[src/rtl/irq_vc_pkg.sv]
package irq_vc_pkg;

   localparam logic [1:0] SEL_HI    = 2'd0;
   localparam logic [1:0] SEL_LO    = 2'd1;
   localparam logic [1:0] SEL_ROUTE = 2'd2;
   localparam logic [1:0] SEL_NONE  = 2'd3;

   typedef enum logic [1:0] {
      RT_NORM = 2'b00,
      RT_CRIT = 2'b01,
      RT_SMI  = 2'b10,
      RT_RSVD = 2'b11
   } route_e;

endpackage

[src/rtl/irq_mask_regs.sv]
module irq_mask_regs
   import irq_vc_pkg::*;
#(
   parameter int unsigned          WORD_W    = 32,
   parameter int unsigned          NUM_SRC   = 64,
   parameter int unsigned          NUM_RT    = 4,
   parameter logic [NUM_SRC-1:0]   IMPL_MASK = '1
)(
   input  logic                   clk,
   input  logic                   rst_n,
   input  logic                   wr_en,
   input  logic [1:0]             wr_sel,
   input  logic [WORD_W-1:0]      wr_data,
   input  logic [1:0]             rd_sel,
   output logic [WORD_W-1:0]      rd_data,
   output logic [NUM_SRC-1:0]     mask_q,
   output logic [NUM_SRC-1:0]     mask_nxt,
   output logic [2*NUM_RT-1:0]    route_q
);

   localparam int unsigned RT_W = 2 * NUM_RT;

   if (NUM_SRC != 2 * WORD_W) begin : g_chk_words
      $error("irq_mask_regs: NUM_SRC must equal two words");
   end
   if (RT_W > WORD_W) begin : g_chk_route
      $error("irq_mask_regs: routing register wider than a word");
   end

   for (genvar b = 0; b < NUM_SRC; b++) begin : g_bit
      localparam int unsigned WIDX = b / WORD_W;
      localparam logic [1:0]  WSEL = (WIDX == 1) ? SEL_HI : SEL_LO;
      if (IMPL_MASK[b]) begin : g_impl
         logic bit_q;
         logic bit_d;
         assign bit_d = (wr_en && (wr_sel == WSEL)) ? wr_data[b % WORD_W] : bit_q;
         always_ff @(posedge clk or negedge rst_n) begin
            if (!rst_n) bit_q <= 1'b0;
            else        bit_q <= bit_d;
         end
         assign mask_q[b]   = bit_q;
         assign mask_nxt[b] = bit_d;
      end else begin : g_rsvd
         assign mask_q[b]   = 1'b0;
         assign mask_nxt[b] = 1'b0;
      end
   end

   always_ff @(posedge clk or negedge rst_n) begin
      if (!rst_n)                              route_q <= '0;
      else if (wr_en && (wr_sel == SEL_ROUTE)) route_q <= wr_data[RT_W-1:0];
   end

   always_comb begin
      unique case (rd_sel)
         SEL_HI:    rd_data = mask_q[NUM_SRC-1:WORD_W];
         SEL_LO:    rd_data = mask_q[WORD_W-1:0];
         SEL_ROUTE: rd_data = WORD_W'(route_q);
         default:   rd_data = '0;
      endcase
   end

   // reserved positions never hold a set bit
   a_r3_rsvd_clear: assert property (@(posedge clk) disable iff (!rst_n)
      (mask_q & ~IMPL_MASK) == '0);

   // a select-3 write leaves every stored bit unchanged
   a_r5_none_ignored: assert property (@(posedge clk) disable iff (!rst_n)
      (wr_en && wr_sel == SEL_NONE) |=> ($stable(mask_q) && $stable(route_q)));

endmodule

[src/rtl/irq_prio_enc.sv]
module irq_prio_enc #(
   parameter int unsigned N     = 64,
   parameter int unsigned IDX_W = (N > 1) ? $clog2(N) : 1
)(
   input  logic [N-1:0]     req,
   output logic             any,
   output logic [IDX_W-1:0] idx
);

   if (N < 2) begin : g_chk
      $error("irq_prio_enc: N must be at least 2");
   end

   always_comb begin
      any = 1'b0;
      idx = '0;
      for (int i = N - 1; i >= 0; i--) begin
         if (req[i]) begin
            any = 1'b1;
            idx = IDX_W'(i);
         end
      end
   end

endmodule

[src/rtl/irq_route.sv]
module irq_route
   import irq_vc_pkg::*;
#(
   parameter int unsigned            NUM_SRC   = 64,
   parameter int unsigned            IDX_W     = 6,
   parameter int unsigned            NUM_RT    = 4,
   parameter logic [NUM_RT*8-1:0]    ROUTE_POS = {8'd33, 8'd32, 8'd1, 8'd0}
)(
   input  logic                   clk,
   input  logic                   rst_n,
   input  logic                   any,
   input  logic [IDX_W-1:0]       idx,
   input  logic [2*NUM_RT-1:0]    route_q,
   output logic                   req_norm_o,
   output logic                   req_crit_o,
   output logic                   req_smi_o
);

   if (IDX_W > 8) begin : g_chk_idx
      $error("irq_route: index too wide for position table");
   end
   for (genvar k = 0; k < NUM_RT; k++) begin : g_chk_pos
      if (ROUTE_POS[8*k +: 8] >= NUM_SRC) begin : g_bad
         $error("irq_route: routed position outside source range");
      end
   end

   route_e sel;
   logic   spec_hit;

   always_comb begin
      sel      = RT_NORM;
      spec_hit = 1'b0;
      for (int k = 0; k < NUM_RT; k++) begin
         if (any && (8'(idx) == ROUTE_POS[8*k +: 8])) begin
            spec_hit = 1'b1;
            sel      = route_e'(route_q[2*k +: 2]);
         end
      end
   end

   always_ff @(posedge clk or negedge rst_n) begin
      if (!rst_n) begin
         req_norm_o <= 1'b0;
         req_crit_o <= 1'b0;
         req_smi_o  <= 1'b0;
      end else begin
         req_norm_o <= any && (sel == RT_NORM || sel == RT_RSVD);
         req_crit_o <= any && (sel == RT_CRIT);
         req_smi_o  <= any && (sel == RT_SMI);
      end
   end

   // positions outside the routed set only ever use the normal line
   a_r10_plain_normal: assert property (@(posedge clk) disable iff (!rst_n)
      (any && !spec_hit) |=> (req_norm_o && !req_crit_o && !req_smi_o));

   // never more than one request line
   a_r11_one_line: assert property (@(posedge clk) disable iff (!rst_n)
      $onehot0({req_norm_o, req_crit_o, req_smi_o}));

endmodule

[src/rtl/irq_vector_ctl.sv]
module irq_vector_ctl
   import irq_vc_pkg::*;
#(
   parameter int unsigned          WORD_W    = 32,
   parameter int unsigned          NUM_SRC   = 2 * WORD_W,
   parameter int unsigned          VEC_W     = 7,
   parameter int unsigned          NUM_RT    = 4,
   parameter logic [NUM_SRC-1:0]   IMPL_MASK = 64'hFFFF_FF0F_FFFF_F0FF,
   parameter logic [NUM_RT*8-1:0]  ROUTE_POS = {8'd33, 8'd32, 8'd1, 8'd0}
)(
   input  logic                 clk,
   input  logic                 rst_n,
   input  logic [NUM_SRC-1:0]   pend_i,
   input  logic                 wr_en_i,
   input  logic [1:0]           wr_sel_i,
   input  logic [WORD_W-1:0]    wr_data_i,
   input  logic [1:0]           rd_sel_i,
   output logic [WORD_W-1:0]    rd_data_o,
   input  logic                 ack_i,
   output logic                 req_norm_o,
   output logic                 req_crit_o,
   output logic                 req_smi_o,
   output logic [VEC_W-1:0]     vec_o,
   output logic                 vec_valid_o
);

   localparam int unsigned IDX_W = $clog2(NUM_SRC);

   if ((1 << VEC_W) <= NUM_SRC) begin : g_chk_vec
      $error("irq_vector_ctl: VEC_W cannot hold every code plus the error code");
   end

   logic [NUM_SRC-1:0]  mask_q, mask_nxt;
   logic [2*NUM_RT-1:0] route_q;
   logic [NUM_SRC-1:0]  live, eff;
   logic                live_any, eff_any;
   logic [IDX_W-1:0]    live_idx, eff_idx;

   irq_mask_regs #(
      .WORD_W(WORD_W), .NUM_SRC(NUM_SRC), .NUM_RT(NUM_RT), .IMPL_MASK(IMPL_MASK)
   ) u_regs (
      .clk(clk), .rst_n(rst_n), .wr_en(wr_en_i), .wr_sel(wr_sel_i),
      .wr_data(wr_data_i), .rd_sel(rd_sel_i), .rd_data(rd_data_o),
      .mask_q(mask_q), .mask_nxt(mask_nxt), .route_q(route_q)
   );

   // request path uses the stored enables; acknowledge path sees same-cycle writes
   assign live = pend_i & mask_q & IMPL_MASK;
   assign eff  = pend_i & mask_nxt & IMPL_MASK;

   irq_prio_enc #(.N(NUM_SRC), .IDX_W(IDX_W)) u_enc_req (
      .req(live), .any(live_any), .idx(live_idx)
   );

   irq_prio_enc #(.N(NUM_SRC), .IDX_W(IDX_W)) u_enc_ack (
      .req(eff), .any(eff_any), .idx(eff_idx)
   );

   irq_route #(
      .NUM_SRC(NUM_SRC), .IDX_W(IDX_W), .NUM_RT(NUM_RT), .ROUTE_POS(ROUTE_POS)
   ) u_route (
      .clk(clk), .rst_n(rst_n), .any(live_any), .idx(live_idx), .route_q(route_q),
      .req_norm_o(req_norm_o), .req_crit_o(req_crit_o), .req_smi_o(req_smi_o)
   );

   always_ff @(posedge clk or negedge rst_n) begin
      if (!rst_n) begin
         vec_o       <= '0;
         vec_valid_o <= 1'b0;
      end else begin
         vec_valid_o <= ack_i;
         if (ack_i) vec_o <= eff_any ? (VEC_W'(eff_idx) + VEC_W'(1)) : '0;
      end
   end

   // a request line is high only after a qualifying source was seen
   a_r2_req_has_cause: assert property (@(posedge clk) disable iff (!rst_n)
      (req_norm_o || req_crit_o || req_smi_o) |-> $past(live_any));

   // a qualifying source raises a line on the next edge
   a_r7_req_latency: assert property (@(posedge clk) disable iff (!rst_n)
      live_any |=> (req_norm_o || req_crit_o || req_smi_o));

   // valid strobe follows the acknowledge by one edge
   a_r8_valid_follows: assert property (@(posedge clk) disable iff (!rst_n)
      ack_i |=> vec_valid_o);

   // acknowledge with nothing qualifying yields the error code
   a_r9_error_code: assert property (@(posedge clk) disable iff (!rst_n)
      (ack_i && !eff_any) |=> (vec_valid_o && vec_o == '0));

   // acknowledge with a qualifying source never yields the error code
   a_r6_real_code: assert property (@(posedge clk) disable iff (!rst_n)
      (ack_i && eff_any) |=> (vec_o != '0));

endmodule

[config.mk]
export PLATFORM = sky130hd
export DESIGN_NAME = irq_vector_ctl
export DESIGN_NICKNAME = d
export VERILOG_FILES = /design/src/rtl/irq_vc_pkg.sv /design/src/rtl/irq_mask_regs.sv /design/src/rtl/irq_prio_enc.sv /design/src/rtl/irq_route.sv /design/src/rtl/irq_vector_ctl.sv
export SDC_FILE = /design/constraint.sdc
export NUM_CORES = 1
export LEC_CHECK = 0
export BUFFER_PORTS_ARGS = -buffer_cell sky130_fd_sc_hd__buf_2
export CAP_MARGIN = 10
export CORE_ASPECT_RATIO = 0.6
export CORE_MARGIN = 1
export CORE_UTILIZATION = 40
export CTS_CLUSTER_DIAMETER = 30
export DETAILED_ROUTE_END_ITERATION = 10
export GPL_TIMING_DRIVEN = 0
export SETUP_SLACK_MARGIN = 0.5
export SYNTH_ARGS = -nofsm -noshare
export SYNTH_HDL_FRONTEND = slang
export SYNTH_SLANG_ARGS = --single-unit
[constraint.sdc]
create_clock -name clk -period 3.2 [get_ports clk]
set_input_delay 0.32 -clock clk [delete_from_list [all_inputs] [get_ports clk]]
set_output_delay 0.32 -clock clk [all_outputs]
set_load 0.02 [all_outputs]
; Word level (Yosys, flattened, before mapping)
; Index checks and enable logic that the tools add are counted.
; W data, S select, Z words.
[totals]
memories = 0
in_bits = 104
mem_bits_ro = 0
ramBits = 0
elab_cells = 376
register_bits = 75
output_inout_bits = 43
latch_bits = 0
[op_classes]
n_mux = 286
reduce_logical = 15
n_shift = 0
n_div = 0
n_addsub = 1
magnitude_cmp = 0
bitwise_logic = 2
n_eq_ne = 10
mul = 0
[ops]
columns = operator, n
row1 = $mux W6, 112
row2 = $mux W1, 168
row3 = $and A64 B64 Y64, 2
row4 = $pmux W32 S3, 1
row5 = $eq A6 B6 Y1 const B, 2
row6 = $logic_and A1 B1 Y1, 10
row7 = $eq A2 B2 Y1 const B, 4
row8 = $mux W2, 4
row9 = $add A6 B1 Y7 const B, 1
row10 = $mux W7, 1
row11 = $eq A2 B1 Y1 const B, 3
row12 = $eq A6 B1 Y1 const B, 1
row13 = $logic_not A2 Y1, 3
row14 = $logic_not A6 Y1, 1
row15 = $logic_or A1 B1 Y1, 1

; Logic depth before layout (Yosys ltp)
[depth]
depth_word = 66
depth_mapped = 17
depth_no_buf = 14

; Modules after synthesis
; From an unflattened synthesis, not the netlist that was laid out.
[unflattened]
cells_unflattened = 778
area_unflattened_um2 = 6736.5
[modules_own_cells]
columns = module, cells_per_inst, seq_area_each_um2, n_inst, area_per_inst_um2
row1 = irq_mask_regs, 332, 1601.5, 1, 3918.8
row2 = irq_prio_enc, 140, 0.0, 2, 763.2
row3 = irq_vector_ctl, 151, 200.2, 1, 1086.0
row4 = irq_route, 15, 75.1, 1, 205.2

; Worst setup path before layout
; No wires, ideal clock.
[synth_path]
kind = input to register
start = input port wr_sel_i[1]
end = register vec_o[4]
arrival_time_ns = 2.853
n_path_buf = 1
path_stages = 13
slack_ns = 0.216
setup_ns = 0.130
required_ns = 3.070
cell_sequence = nor3b_4 -> buf_6 -> mux2_2 -> a22o_1 -> nor4b_1 -> nand3_1 -> o211a_1 -> o32ai_2 -> ha_1 -> inv_1 -> nor3_2 -> xnor2_1 -> o2bb2ai_1
[synth_via]
word_cells_on_any_way = 175
cone_classes = add/sub: 1 / eq/ne: 1 / mux: 169 / bitwise: 1 / reduce/logical: 3
[synth_lines]
columns = item, line
row1 = start: declaration, irq_vector_ctl.sv:15  ; input logic [1:0] wr_sel_i,
row2 = $logic_not A2 Y1 (*), irq_mask_regs.sv:36  ; assign bit_d = (wr_en && (wr_sel == WSEL)) ? wr_data[b % WORD_W] : bit_q;
row3 = $logic_and A1 B1 Y1 (*), irq_mask_regs.sv:36
row4 = $mux W1 (*), irq_mask_regs.sv:36
row5 = named net u_regs.g_bit[42].g_impl.bit_d, irq_mask_regs.sv:35  ; logic bit_d;
row6 = $and A64 B64 Y64 (*), irq_vector_ctl.sv:49  ; assign eff = pend_i & mask_nxt & IMPL_MASK;
row7 = $mux W6 (35 in series), irq_prio_enc.sv:18  ; if (req[i]) begin
row8 = $add A6 B1 Y7, irq_vector_ctl.sv:72  ; if (ack_i) vec_o <= eff_any ? (VEC_W'(eff_idx) + VEC_W'(1)) : '0;
row9 = $mux W7 (*), irq_vector_ctl.sv:72
row10 = end signal: assignment, irq_vector_ctl.sv:72
row11 = end: declaration, irq_vector_ctl.sv:23  ; output logic [VEC_W-1:0] vec_o,
; The timed path passes the listed nets; every way through them passes the cells marked *.
; A chain may end at the register's enable or synchronous reset.

; Worst setup path in the final report
[layout_path]
start = input port wr_sel_i[1]
end = register vec_o[4]
[layout_via]
elab_chain_len = 62
word_cells_on_any_way = 175
cone_classes = add/sub: 1 / eq/ne: 1 / mux: 169 / bitwise: 1 / reduce/logical: 3
[layout_rtl]
columns = item, line
row1 = $logic_not A2 Y1, irq_mask_regs.sv:36
row2 = $logic_and A1 B1 Y1, irq_mask_regs.sv:36
row3 = $mux W1, irq_mask_regs.sv:36
row4 = $and A64 B64 Y64 (*), irq_vector_ctl.sv:49
row5 = $mux W6 (56 in series), irq_prio_enc.sv:18
row6 = $add A6 B1 Y7, irq_vector_ctl.sv:72
row7 = $mux W7 (*), irq_vector_ctl.sv:72
; Mark *: on every way between the ends. The rest lies on a longest branch, timed or not.

==> flow_metrics.tcl <==
set metrics [dict create \
    power.share.sequential_pct 30.7 \
    yosysWarningCount 0 \
    min_from "ack_i" \
    synth_flop_cell "dfrtp_1" \
    cts_tree "yes" \
    cp_max_fo 7 \
    syn_nets 772 \
    syn2layout_area_growth_pct 35.9 \
    fp.dieW_um 159 \
    grt_pass1_vias 6016 \
    crit_path_top_delay_cell "mux2_4" \
    synth.top_cell.area_share_pct 31.9 \
    hold_viol_final 0 \
    power_density_nw_per_um2 530 \
    rows 33 \
    clock-skew-final_ns 0.0122 \
    initial_core_util_pct 42.0 \
    post-route-period-util_pct 88.8 \
    total_power_mw 4.23 \
    synth_top_cells_by_area "dfrtp_1 (32%), mux2_2 (14%), mux2i_1 (12%)" \
    insertion_delay_ns 0.35 \
    finalSetupViolCount 0 \
    critical_path_required_ns 3.43 \
    cp_cell_sequence "buf_8 -> nor3b_4 -> buf_6 -> buf_12 -> buf_12 -> mux2_4 -> a211oi_4 -> a211oi_2 -> o211ai_1 -> a31o_2 -> nand2_2 -> a211oi_2 -> nor3_2 -> ha_2 -> inv_2 -> nor3_4 -> xnor2_1 -> o2bb2ai_1" \
    maxCapViolCount 0 \
    postSynthRegisterBits 75 \
    synthCells 665 \
    synth.cell_area_um2 5880 \
    run_status "finished, final reports clean" \
    most_numerous_cell_in_the_yosys_netlist "nand2_1" \
    r2r-end "vec_o[4]$_DFFE_PN0P_" \
    power.clock.fraction_pct 25.2 \
    path_delay_family "compound AO/OA/AOI/OAI gates" \
    synth_sequential_area_ratio_pct 31.9 \
    fin_nets 946 \
    grt_start_max_net_pins 41 \
    post-dp-hpwl_um 17900 \
    antenna-diode-count 0 \
    detailed_place.area_um2 6860 \
    min_period_ns 2.84 \
    slowest_delay_ns 0.32 \
    max_clock_freq_ghz 0.352 \
    critical_path_class "primary input to flip-flop" \
    post_synth_edffs 0 \
    async_reset_ff_share_pct 100 \
    largest_family_of_logic_cells_by_synthesized_area "multiplexers" \
    reg2reg_depth 14 \
    timing.max_slew.rel_slack_pct 41.6 \
    synthesis.area_per_instance_um2 8.84 \
    numClockSinks 75 \
    hp-class "primary input to flip-flop" \
    grt_pass1_wl_um 34400 \
    buffer_ports.inserted 136 \
    drtPass1Iterations 5 \
    synth.distinct_cells 67 \
    wl_per_cell_um 22.7 \
    path_buf_inv 5 \
    combinationalPowerShare_pct 44.1 \
    power.switching_mw 1.70 \
    overflow 0 \
    routed_wirelength_um 23500 \
    power.ir.vdd_worst_uv 243 \
    ioPinCount 147 \
    grt_antenna_before_repair 0 \
    synth-adder-area-share_pct 0.638 \
    drc 0 \
    post_drt_via_cell_ratio 6.04 \
    floorplan.core_area_um2 14000 \
    hold_end "vec_valid_o$_DFF_PN0_" \
    rsz0062_at_grt "yes" \
    switching_share_pct 40.3 \
    chipHeight_um 95.9 \
    drtIter0Drc 638 \
    timing.rr.start "u_regs.g_bit[54].g_impl.bit_q$_DFF_PN0_" \
    postRouteAntennaNets 0 \
    clock-root-buffer "clkbuf_16" \
    grt_use_total_pct 31.3 \
    finalWeightedCongestion 0.927 \
    cp-start-kind "primary input" \
    cts_buffers 9 \
    synth-compound-area-share_pct 14.6 \
    leakagePower_nw 3.49 \
    dr_total_vias 6262 \
    synth.area.mux_share_pct 26.2 \
    synth.cells.most_frequent "nand2_1 (141), dfrtp_1 (75), mux2_2 (73), mux2i_1 (72), nor2_1 (42)" \
    clockBufferDepth 2 \
    h_tree_depth 3 \
    synth_simple_gate_area_share_pct 23.5 \
    share_of_post_route_cells_with_drive_strength_above_1_pct 40.5 \
    path_clk_slew_ns 0.07 \
    synthXorXnorAreaFrac_pct 0.298 \
    hold-path-cell-count 1 \
    report.final.slew_viol_count 0 \
    critical_path.endpoint_type "flip-flop" \
    timing_worst_slew_pin_value_ns 0.875 \
    final_design_area_no_fill_um2 7990 \
    floorplan.die_area_um2 15200 \
    crit_arrival_ns 3.07 \
    synthDominantAreaCellType "dfrtp_1" \
    design_internal_power_mw 2.53 \
    ff2ff_setup_slack_ns 0.45 \
]
-- cells by family after synthesis --
logic type      count (synthesis)
flops                          75
buf+inv                        29
compound gates                117
xor+xnor                        2
fa+ha+maj                       3
mux                           145
simple gates                  294
-- sequential cells by signal, summed over array words and instances (netlist names) --
signal,count
u_regs.g_bit.g_impl.bit_q,56
vec_valid_o,1
u_route.req_crit_o,1
u_regs.route_q,8
u_route.req_norm_o,1
u_route.req_smi_o,1
vec_o,7
-- stage by stage --
stage / setup TNS [ns] / setup slack, ns / hold WS (ns) / util [%] / instances
6_report: 0 / 0.358 / 0.148 / 57.1 / 1036
5_1_grt: 0 / 0.238 / 0.151 / 57.1 / 1036
4_1_cts: 0 / 0.377 / 0.139 / 55.2 / 1030
3_5_place_dp: -2.25 / -0.589 / 0.321 / 49.0 / 994
3_3_place_gp: -2.18 / -0.608 / 0.467 / 48.9 / 993
2_1_floorplan: 0 / 0.346 / 0.0244 / - / 665
-- final cells by class --
class / count / area (um^2)
well taps: 192 / 240
flip-flops and latches: 75 / 1880
multi-input cells: 561 / 4370
clock inverters: 6 / 63.8
fillers: 1284 / 6010
clock buffers: 10 / 239
plain buffers: 20 / 174
inverters: 9 / 33.8
repair buffers: 163 / 990
-- worst reg2reg max path, stage by stage, from the launching register on --
cell and delay [ns]:
dfrtp_1 0.39, nand2_1 0.27, mux2i_4 0.16, nor4_2 0.40
a211oi_2 0.14, o211ai_1 0.17, a31o_2 0.21, nand2_2 0.06
a211oi_2 0.22, nor3_2 0.07, ha_2 0.20, inv_2 0.08
nor3_4 0.05, xnor2_1 0.14, o2bb2ai_1 0.07
-- worst max path at each step --
stage / start / endpoint / slack (ns) / depth (start not counted)
2_1_floorplan: wr_sel_i[0] / vec_o[4]$_DFFE_PN0P_ / 0.35 / 13
3_3_place_gp: wr_sel_i[0] / vec_o[4]$_DFFE_PN0P_ / -0.61 / 17
3_5_place_dp: wr_sel_i[0] / vec_o[4]$_DFFE_PN0P_ / -0.59 / 17
4_1_cts: wr_sel_i[1] / vec_o[4]$_DFFE_PN0P_ / 0.38 / 18
5_1_grt: wr_sel_i[1] / vec_o[4]$_DFFE_PN0P_ / 0.24 / 19
6_report: wr_sel_i[1] / vec_o[4]$_DFFE_PN0P_ / 0.36 / 18
-- cell usage in the layout, fill, tap and decap left out, types with 4 or more instances in the layout --
master	count
mux2i_2	9
a21oi_1	17
a22o_1	9
buf_4	20
a22oi_1	6
buf_6	6
mux2_2	69
o2bb2ai_1	4
mux2i_4	12
nand2_1	133
nand3_1	25
buf_12	7
a21oi_2	4
nor2_1	40
dfrtp_1	75
mux2i_1	51
o21ai_1	6
a21o_1	5
inv_1	7
and2_1	17
nand3_2	4
nand4_1	5
nor4_2	7
nand2b_1	5
nor3_1	7
clkbuf_1	10
nor2b_1	10
buf_2	133
clkbuf_16	9
mux2_4	4
o21ai_0	12
a31oi_1	4
nand2_2	8
-- power by group through the flow --
stage               Sequential, mW  Combinational, mW  Clock (mW)
floorplan                     1.30              0.991           0
detailed placement            1.31               1.54           0
CTS                           1.29               1.72        1.08
global route                  1.32               1.98        1.11
finish                        1.30               1.87        1.07
global placement              1.29               1.51           0
-- what timing repair did --
action,CTS,global route
hold endpoints to repair,35,0
cloned,2,0
gates resized for setup,77,44
buffers inserted,17,6
setup endpoints to repair,10,10
pin swaps,19,16
hold buffers,1,0
-- metal layers --
metal / vias up / share of wire (%) / GRT usage (%) / wire, um
met3: 33 / 11 / 7.97 / 2520
met5: - / 0 / 0 / 0
met2: 339 / 40 / 44.5 / 9460
li1: 2790 / - / - / -
met1: 3100 / 48 / 46.8 / 11200
met4: 0 / 1.5 / 6.89 / 349
(Power assumes the default switching activity.)
